[config.mk]
export PLATFORM = sky130hd
export DESIGN_NAME = vid_timing_decoder
export DESIGN_NICKNAME = d
export VERILOG_FILES = /design/src/rtl/vtd_pkg.sv /design/src/rtl/vtd_preamble.sv /design/src/rtl/vtd_flags.sv /design/src/rtl/vtd_active.sv /design/src/rtl/vid_timing_decoder.sv
export SDC_FILE = /design/constraint.sdc
export NUM_CORES = 1
export LEC_CHECK = 0
export ABC_AREA = 0
export BUFFER_PORTS_ARGS = -buffer_cell sky130_fd_sc_hd__buf_2
export CAP_MARGIN = 5
export CORE_ASPECT_RATIO = 0.7
export CORE_MARGIN = 2
export CORE_UTILIZATION = 46
export CTS_BUF_LIST = sky130_fd_sc_hd__clkbuf_16
export CTS_CLUSTER_SIZE = 14
export DETAILED_ROUTE_END_ITERATION = 16
export PLACE_DENSITY = 0.71
export SLEW_MARGIN = 40
export SYNTH_ARGS = -nofsm -noshare
export SYNTH_HDL_FRONTEND = slang
export SYNTH_HIERARCHICAL = 1
export SYNTH_SLANG_ARGS = --single-unit
[constraint.sdc]
create_clock -name clk -period 1.76 [get_ports clk]
set_input_delay 0.176 -clock clk [delete_from_list [all_inputs] [get_ports clk]]
set_output_delay 0.176 -clock clk [all_outputs]
set_load 0.1 [all_outputs]
[src/rtl/vtd_pkg.sv]
package vtd_pkg;
  // Offsets of status-word fields, counted down from the lane MSB.
  localparam int unsigned OFS_TASK   = 0;
  localparam int unsigned OFS_FIELD  = 1;
  localparam int unsigned OFS_VBLANK = 2;
  localparam int unsigned OFS_HFLAG  = 3;
  localparam int unsigned OFS_NONINT = 4;
  localparam int unsigned OFS_REPEAT = 5;
  localparam int unsigned OFS_EXT    = 7;
  localparam int unsigned PRE_LEN    = 3;
endpackage

[src/rtl/vtd_preamble.sv]
module vtd_preamble #(
  parameter int unsigned LANE_W = 8
) (
  input  logic              clk,
  input  logic              rst,
  input  logic [LANE_W-1:0] code_byte,
  input  logic              squash,
  output logic              match
);
  import vtd_pkg::*;
  localparam logic [LANE_W-1:0] ONES = '1;
  localparam logic [LANE_W-1:0] ZERO = '0;

  logic [LANE_W-1:0] hist [PRE_LEN];

  always_ff @(posedge clk) begin
    if (rst) begin
      for (int i = 0; i < PRE_LEN; i++) hist[i] <= ZERO;
    end else begin
      hist[0] <= squash ? ZERO : code_byte;
      for (int i = 1; i < PRE_LEN; i++) hist[i] <= hist[i-1];
    end
  end

  assign match = !squash && (hist[2] == ONES) && (hist[1] == ZERO) && (hist[0] == ZERO);
endmodule

[src/rtl/vtd_flags.sv]
module vtd_flags #(
  parameter int unsigned LANE_W = 8
) (
  input  logic              clk,
  input  logic              rst,
  input  logic              match,
  input  logic [LANE_W-1:0] code_byte,
  output logic              task_id,
  output logic              field,
  output logic              vblank,
  output logic              sav_pulse,
  output logic              eav_pulse,
  output logic              non_int,
  output logic              repeat_fld,
  output logic [LANE_W-1:0] ext_flags,
  output logic              ext_pend
);
  import vtd_pkg::*;
  localparam int unsigned TOP = LANE_W - 1;

  logic is_end;
  assign is_end = code_byte[TOP-OFS_HFLAG];

  always_ff @(posedge clk) begin
    if (rst) begin
      task_id    <= 1'b0;
      field      <= 1'b0;
      vblank     <= 1'b0;
      sav_pulse  <= 1'b0;
      eav_pulse  <= 1'b0;
      non_int    <= 1'b0;
      repeat_fld <= 1'b0;
      ext_flags  <= '0;
      ext_pend   <= 1'b0;
    end else begin
      sav_pulse <= match && !is_end;
      eav_pulse <= match && is_end;
      ext_pend  <= match && is_end && code_byte[TOP-OFS_EXT];
      if (match) begin
        task_id    <= code_byte[TOP-OFS_TASK];
        field      <= code_byte[TOP-OFS_FIELD];
        vblank     <= code_byte[TOP-OFS_VBLANK];
        non_int    <= code_byte[TOP-OFS_NONINT];
        repeat_fld <= code_byte[TOP-OFS_REPEAT];
      end
      if (ext_pend) ext_flags <= code_byte;
    end
  end
endmodule

[src/rtl/vtd_active.sv]
module vtd_active #(
  parameter int unsigned LANE_W = 8,
  parameter int unsigned WORD_W = 16
) (
  input  logic              clk,
  input  logic              rst,
  input  logic              match,
  input  logic [LANE_W-1:0] code_byte,
  input  logic [WORD_W-1:0] din,
  output logic              active_valid,
  output logic [WORD_W-1:0] pix_data
);
  import vtd_pkg::*;
  localparam int unsigned TOP = LANE_W - 1;
  localparam logic [LANE_W-1:0] ONES = '1;
  localparam logic [LANE_W-1:0] ZERO = '0;

  logic in_active;
  logic reserved_val;
  assign reserved_val = (code_byte == ONES) || (code_byte == ZERO);

  always_ff @(posedge clk) begin
    if (rst) begin
      in_active    <= 1'b0;
      active_valid <= 1'b0;
      pix_data     <= '0;
    end else begin
      if (match)
        in_active <= !code_byte[TOP-OFS_HFLAG] && !code_byte[TOP-OFS_VBLANK];
      active_valid <= in_active && !match && !reserved_val;
      pix_data     <= din;
    end
  end
endmodule

[src/rtl/vid_timing_decoder.sv]
module vid_timing_decoder #(
  parameter int unsigned LANE_W = 8,
  localparam int unsigned WORD_W = 2 * LANE_W
) (
  input  logic              clk,
  input  logic              rst,
  input  logic              wide16,
  input  logic [WORD_W-1:0] din,
  output logic [WORD_W-1:0] pix_data,
  output logic              active_valid,
  output logic              task_id,
  output logic              field,
  output logic              vblank,
  output logic              sav_pulse,
  output logic              eav_pulse,
  output logic              non_int,
  output logic              repeat_fld,
  output logic [LANE_W-1:0] ext_flags
);
  logic [LANE_W-1:0] code_byte;
  logic              match;
  logic              ext_pend;

  assign code_byte = wide16 ? din[WORD_W-1:LANE_W] : din[LANE_W-1:0];

  vtd_preamble #(.LANE_W(LANE_W)) u_pre (
    .clk(clk), .rst(rst), .code_byte(code_byte), .squash(ext_pend), .match(match)
  );

  vtd_flags #(.LANE_W(LANE_W)) u_flg (
    .clk(clk), .rst(rst), .match(match), .code_byte(code_byte),
    .task_id(task_id), .field(field), .vblank(vblank),
    .sav_pulse(sav_pulse), .eav_pulse(eav_pulse),
    .non_int(non_int), .repeat_fld(repeat_fld),
    .ext_flags(ext_flags), .ext_pend(ext_pend)
  );

  vtd_active #(.LANE_W(LANE_W), .WORD_W(WORD_W)) u_act (
    .clk(clk), .rst(rst), .match(match), .code_byte(code_byte), .din(din),
    .active_valid(active_valid), .pix_data(pix_data)
  );
endmodule

After elaboration in Yosys (flattened, before gate mapping)
Memory sizes are Yosys's and may differ from the RTL's.
Cells that the tools add are included.
{"block": "op_classes", "n_eq_ne": 2, "n_mux": 8, "bitwise": 3, "n_reduce_logical": 18}
{"cell": "$mux 8", "count": 5}
{"cell": "$logic_not 8->1", "count": 3}
{"cell": "$eq 8x8->1 const B", "count": 2}
{"cell": "$logic_and 1x1->1", "count": 9}
{"cell": "$logic_not 1->1", "count": 5}
{"cell": "$mux 1", "count": 3}
{"cell": "$or 1x1->1", "count": 3}
{"cell": "$logic_or 1x1->1", "count": 1}
{"block": "word_totals", "in_bits": 19, "ramBits": 24, "out_inout_bits": 32, "reg_bits": 34, "word_cells": 44, "mem_count": 1}
{"name": "u_pre.hist", "words": 3, "word_bits": 8, "read_ports": 3, "rd_ports_with_merged_regs": 0, "wr": 3, "line_no": "vtd_preamble.sv:14", "text": "logic [LANE_W-1:0] hist [PRE_LEN];"}

Logic depth before layout (Yosys ltp)
Gate-level depths: netlist of run 1.
{"block": "depth", "word_depth": 7, "mapped_depth": 6, "mapped_depth_nobuf": 5}

Hierarchy
Netlist of run 1, hierarchy kept.
{"module": "vtd_preamble", "area_each_um2": 713.2, "instances": 1, "cells_each": 59, "seq_area_each_um2": 480.5}
{"module": "vtd_flags", "area_each_um2": 545.5, "instances": 1, "cells_each": 48, "seq_area_each_um2": 320.3}
{"module": "vtd_active", "area_each_um2": 540.5, "instances": 1, "cells_each": 45, "seq_area_each_um2": 360.3}
{"module": "vid_timing_decoder", "area_each_um2": 131.4, "instances": 1, "cells_each": 9, "seq_area_each_um2": 0.0}

Worst setup path before layout of run 1
No wires, ideal clock.
{"block": "synth_path", "path_kind": "flip-flop to flip-flop", "startpoint": "memory u_pre.hist[1][1], in the netlist u_pre/hist[0][9]", "endpoint": "register u_flg.field", "path_stages_with_launch": 7, "t_required_ps": 1642, "n_path_buf": 1, "path_slack_ps": 234, "period_less_slack_ps": 1526, "setup_time_ps": 118, "t_arrival_ps": 1408, "cell_sequence": "dfxtp_1 > nor4_2 > nand3b_1 > nor4_2 > buf_6 > mux2i_1 > nor2_1"}
{"element": "start, declared", "line_no": "vtd_preamble.sv:14"}
{"element": "end signal, assigned", "line_no": "vtd_flags.sv:41", "text": "field <= code_byte[TOP-OFS_FIELD];"}
{"element": "end, declared", "line_no": "vtd_flags.sv:9", "text": "output logic field,"}

==> results_dict.tcl, run 1 <==
set metrics [dict create \
    outcome "completed" \
    yosysTopAreaCell "dfxtp_1" \
    p_per_area_nw_per_um2 1260 \
    viasPerCell 4.75 \
    internal-power_mw 2.36 \
    die-area_um2 4740 \
    fin_skew_ns 0.00518 \
    p_sw_mw 0.772 \
    start_kind "flop" \
    pwr-share-clk_pct 46.3 \
    postPlaceCellArea_um2 2220 \
    slew_viol_final 0 \
    synth.area.top_cells "dfxtp_1 (60%), nor2b_1 (7.8%), mux2i_1 (6.7%)" \
    dr.pass1.iters 4 \
    end_kind "flop" \
    fp.dieH_um 58.2 \
    area_growth_pct 28.3 \
    grt_max_degree 34 \
    maxCapViolCount 0 \
    drt_iter0_markers 50 \
    crit_type "reg2reg" \
    clk_pin_slew_ns 0.05 \
    ant_nets 0 \
    syn_inst 161 \
    routed_wl_um 3760 \
    start_util_pct 48.6 \
    core_um2 3970 \
    ys_warn_count 6 \
    cp_max_fo 9 \
    cts_setup_buffers 0 \
    overflow 0 \
    diodes 0 \
    irDropWorstVdd_v 0.000963 \
    portBuffers 50 \
    syn-num-nets 180 \
    yosys.area.top_type_share_pct 60.1 \
    ios 51 \
    wl_per_cell_um 13.6 \
    fin_area_um2 2480 \
    postLayoutCoreUtil_pct 62.4 \
    p_leak_nw 1.11 \
    largest_register "u_pre/hist" \
    hold_buffers 0 \
    rsz0062_at_grt "yes" \
    worst_slew_pin_slew_ns 0.541 \
    groute.usage.overall_pct 18.8 \
    p_comb_share_pct 9.7 \
    gp_congestion 0.717 \
    drive_gt1_share_pct 33.0 \
    maxSlewHeadroom_pct 64.0 \
    root_buffer "clkbuf_16" \
    cts_buffer_depth 2 \
    cts_made_buffers 9 \
    post_cts_resized 0 \
    finalNetCount 238 \
    synth.avg_cell_area_um2 12.0 \
    seqPwrFrac_pct 44.0 \
    netlist_area_um2 1930 \
    required_ns 1.94 \
    critPathArrivalTime_ns 1.78 \
    clock_latency_ns 0.32 \
    largest_register_ffs 24 \
    fin_cells 276 \
    hold_path.class "in2reg" \
    antenna_found_initial 0 \
    fillerInstances 314 \
    grt_pass1_vias 1336 \
    power_switching_share_pct 24.6 \
    period_share_pct 90.4 \
    hold_viol_final 0 \
    setup_viol 0 \
    top_regs "u_pre/hist: 24 flops, u_act/pix_data: 16 flops, u_flg/ext_flags: 8 flops" \
    cts_sinks 58 \
    die_w_um 81.4 \
    drc_errors 0 \
    synth_cell_types 25 \
    htreeDepth 3 \
    hpwl_um 2620 \
    clock.fmax_mhz 629 \
    ys_ff_latch 58 \
    min_period_ns 1.59 \
    rows 19 \
    vias 1312 \
    ys_seq_area_share_pct 60.1 \
    dp.cells 260 \
    cts_tree "yes" \
    grt_first_pass_wirelength_um 6330 \
]
==> final cells by class <==
class                      instances  area (um2)  area share (%)
sequential                        58        1160            46.9
timing repair buffer              53         273            11.0
clock inverter                     7        27.5            1.11
tap                               52        65.1            2.63
multi-input combinational         97         726            29.3
clock buffer                       9         225            9.09
==> logic make-up after synthesis <==
family	count (synthesis)	share of synthesized area (%)
compound gates	2	0.777
flops	58	60.1
buf+inv	6	2.27
mux	21	13.0
simple gates	74	23.8
==> critical path: stages, from the launching register on <==
cell and delay, ns:
dfxtp_1 0.31, nor4_2 0.25, nand3b_1 0.13, nor4_2 0.27, buf_4 0.21, mux2i_1 0.22, nor2_1 0.06
==> cells in the mapped netlist <==
cell type,count
a2111oi_1,1
nand4_1,2
buf_6,2
nor2_1,16
nor2b_1,24
nand4b_1,2
nand3_1,1
and3b_1,1
buf_4,1
nand3b_1,1
clkbuf_1,1
buf_2,2
mux2_4,8
nor4_2,2
nor3b_1,1
a21oi_1,1
dfxtp_1,58
nor4b_1,1
nand2b_4,1
and2b_1,8
mux2i_1,13
nor4_1,3
and2_1,9
nand2_1,1
nor3_1,1
==> per-stage QoR <==
stage | worst slack [ns] | total power [mW] | hold WS (ns) | setup TNS [ns]
after floorplan | 0.234 | 1.64 | 0.248 | 0
after global placement | 0.243 | 1.70 | 0.394 | 0
after detailed placement | 0.207 | 1.71 | 0.400 | 0
after CTS | 0.190 | 3.16 | 0.0675 | 0
after global routing | -0.00641 | 3.25 | 0.0677 | -0.00641
final | 0.169 | 3.13 | 0.0769 | 0
==> power by group through the flow <==
stage / logic [mW] / clock network [mW] / registers, mW
CTS: 0.304 / 1.48 / 1.38
finish: 0.302 / 1.45 / 1.38
global placement: 0.299 / 0 / 1.40
detailed placement: 0.304 / 0 / 1.40
floorplan: 0.0927 / 0 / 1.54
global route: 0.321 / 1.55 / 1.38
==> cells in the final DEF (no fill, tap or decap), types with 2 or more instances in the layout <==
cell,netlist,routed
and2_1,9,9
and2b_1,8,8
buf_2,2,50
buf_4,1,3
clkbuf_16,0,9
clkinv_1,0,5
dfxtp_1,58,58
mux2_4,8,8
mux2i_1,13,13
nand4_1,2,2
nand4b_1,2,2
nor2_1,16,16
nor2b_1,24,24
nor4_1,3,3
nor4_2,2,2
==> path summary, 6_finish.rpt <==
path                     start            endpoint  slack, ns  depth (start not counted)
max           u_pre/hist[0][9]       u_flg/task_id       0.17                          6
max reg2reg   u_pre/hist[0][9]       u_flg/task_id       0.17                          6
min                    din[14]  u_act/pix_data[14]       0.08                          2
min reg2reg  u_pre/hist[0][13]   u_pre/hist[0][21]       0.45                          1
==> routing by layer <==
layer,vias to the layer above,wire length [um],track usage (%)
met2,56,1570,25.8
met3,5,360,12.3
li1,651,-,-
met5,-,0,0
met4,0,43,5.81
met1,600,1780,24.0
(Power assumes the default switching activity.)
==> run 2: changes to the inputs <==
--- a/config.mk
+++ b/config.mk
@@ -8,13 +8,14 @@
 export ABC_AREA = 0
 export BUFFER_PORTS_ARGS = -buffer_cell sky130_fd_sc_hd__buf_2
 export CAP_MARGIN = 5
+export CELL_PAD_IN_SITES_DETAIL_PLACEMENT = 1
+export CELL_PAD_IN_SITES_GLOBAL_PLACEMENT = 1
 export CORE_ASPECT_RATIO = 0.7
 export CORE_MARGIN = 2
-export CORE_UTILIZATION = 46
+export CORE_UTILIZATION = 40
 export CTS_BUF_LIST = sky130_fd_sc_hd__clkbuf_16
-export CTS_CLUSTER_SIZE = 14
 export DETAILED_ROUTE_END_ITERATION = 16
-export PLACE_DENSITY = 0.71
+export PLACE_DENSITY_LB_ADDON = 0.1
 export SLEW_MARGIN = 40
 export SYNTH_ARGS = -nofsm -noshare
 export SYNTH_HDL_FRONTEND = slang
==> run 2 against run 1 <==
Critical path depth unchanged; design area up 1.6%; maximum frequency down 2.1%; worst setup slack worse by 0.034 ns; register-to-register slack worse by 0.03 ns; die area up 14%; combinational power up 3%; largest cell class unchanged; routed wire length up 19%; clock skew down 0.00084 ns.
==> results_dict.tcl, run 2 (synthesis gave the netlist of run 1 again) <==
set metrics [dict create \
    slowest_stage "nor4b_1" \
    end_kind "flop" \
    largest_register "u_pre/hist" \
    timing.final.ws_setup_ns 0.135 \
    crit_chain "nor4b_1, nand3_1, nor4_2, buf_4, mux2i_1, nor2_1" \
    viasPerCell 4.90 \
    grt_pass1_vias 1453 \
    internal-power_mw 2.52 \
    top_regs "u_pre/hist: 24 flops, u_act/pix_data: 16 flops, u_flg/ext_flags: 8 flops" \
    seqPwrFrac_pct 41.5 \
    postPlaceCellArea_um2 2230 \
    drive_gt1_share_pct 34.8 \
    die-area_um2 5410 \
    outcome "completed" \
    post_cts_resized 0 \
    required_ns 1.96 \
    ios 51 \
    dp.cells 265 \
    grt_max_degree 32 \
    cts_buffer_depth 2 \
    crit_type "reg2reg" \
    area_growth_pct 30.3 \
    power_switching_share_pct 24.2 \
    overflow 0 \
    start_util_pct 41.0 \
    start_kind "flop" \
    largest_register_ffs 24 \
    fin_area_um2 2520 \
    hold_ws_ns 0.0799 \
    wl_per_cell_um 16.0 \
    die_w_um 87.0 \
    period_share_pct 92.3 \
    core_um2 4700 \
    grt_first_pass_wirelength_um 7380 \
    routed_wl_um 4480 \
    layout_commonest_cell "dfxtp_1" \
    tns_ns 0 \
    crit_buf_inv 1 \
    p_sw_mw 0.805 \
    cts_made_buffers 9 \
    crit_family "simple AND/OR/NAND/NOR gates" \
    hold_viol_final 0 \
    antenna_found_initial 0 \
    worst_slew_pin_slew_ns 0.554 \
    rows 21 \
    p_comb_share_pct 9.4 \
    dr.pass1.iters 5 \
    finalNetCount 238 \
    maxCapViolCount 0 \
    cts_sinks 58 \
    cts_tree "yes" \
    drt_iter0_markers 120 \
    irDropWorstVdd_v 0.000712 \
    hpwl_um 3080 \
    clk_pin_slew_ns 0.05 \
    root_buffer "clkbuf_16" \
    layout_common_cells "dfxtp_1 (58), buf_2 (50), nor2b_1 (24)" \
    p_per_area_nw_per_um2 1320 \
    drc_errors 0 \
    p_leak_nw 1.12 \
    dp_slack_ns 0.185 \
    ant_nets 0 \
    portBuffers 50 \
    critPathArrivalTime_ns 1.83 \
    hold_path.class "in2reg" \
    fin_cells 281 \
    htreeDepth 3 \
    slew_viol_final 0 \
    maxSlewHeadroom_pct 62.9 \
    groute.usage.overall_pct 18.3 \
    diodes 0 \
    cp_max_fo 9 \
    cts_setup_buffers 0 \
    fp.dieH_um 62.1 \
    rsz0062_at_grt "no" \
    gp_congestion 0.728 \
    clock.fmax_mhz 615 \
    clock_latency_ns 0.32 \
    min_period_ns 1.63 \
    vias 1377 \
    cp_slowest_stage_delay_ns 0.36 \
    hold_buffers 0 \
    pwr-share-clk_pct 49.1 \
    setup_viol 0 \
    fin_skew_ns 0.00435 \
]
run 2: cell types whose count changed in the layout (fill, tap and decap cells not counted):
cell,before,now
bufinv_16,0,1
clkinv_2,1,3
clkinvlp_4,0,1
clkinv_1,5,2
inv_1,1,0
run 2: final timing paths:
kind                                        from           endpoint  slack (ns)  cells after the start
worst min register to register  u_pre/hist[0][2]  u_pre/hist[0][10]        0.46                      1
worst max register to register  u_pre/hist[0][4]      u_flg/task_id        0.13                      6
worst max-delay path            u_pre/hist[0][4]      u_flg/task_id        0.13                      6
worst min-delay path                      din[9]  u_act/pix_data[9]        0.08                      2
run 2: worst reg2reg max path, stage by stage (launching register included):
cell and delay (ns):
dfxtp_1 0.31, nor4b_1 0.36, nand3_1 0.18, nor4_2 0.17, buf_4 0.22, mux2i_1 0.20, nor2_1 0.06
run 2: final cells by class:
cell class,instances,area [um2]
clock buffers,9,225
clock inverters,7,60.1
fillers,509,2190
multi-input cells,97,726
flip-flops and latches,58,1160
well taps,57,71.3
repair buffers,53,273
run 2: power groups by stage:
stage / Clock, mW / Combinational, mW / Sequential (mW)
floorplan: 0 / 0.0927 / 1.54
global placement: 0 / 0.305 / 1.40
detailed placement: 0 / 0.312 / 1.41
CTS: 1.66 / 0.313 / 1.38
global route: 1.73 / 0.328 / 1.38
finish: 1.63 / 0.311 / 1.38
run 2: through the flow:
step	util (%)	total power [mW]
finish	53.5	3.32
global route	53.5	3.44
CTS	53.5	3.35
detailed placement	47.4	1.72
global placement	47.4	1.71
floorplan	-	1.64
run 2: metal layers:
metal | vias to the layer above | part of all wire (%) | GRT usage (%) | routed length, um
li1 | 647 | - | - | -
met1 | 668 | 43 | 22.4 | 1950
met2 | 55 | 47 | 27.8 | 2120
met3 | 7 | 8.4 | 9.44 | 375
met4 | 0 | 0.89 | 5.86 | 40
met5 | - | 0 | 0 | 0
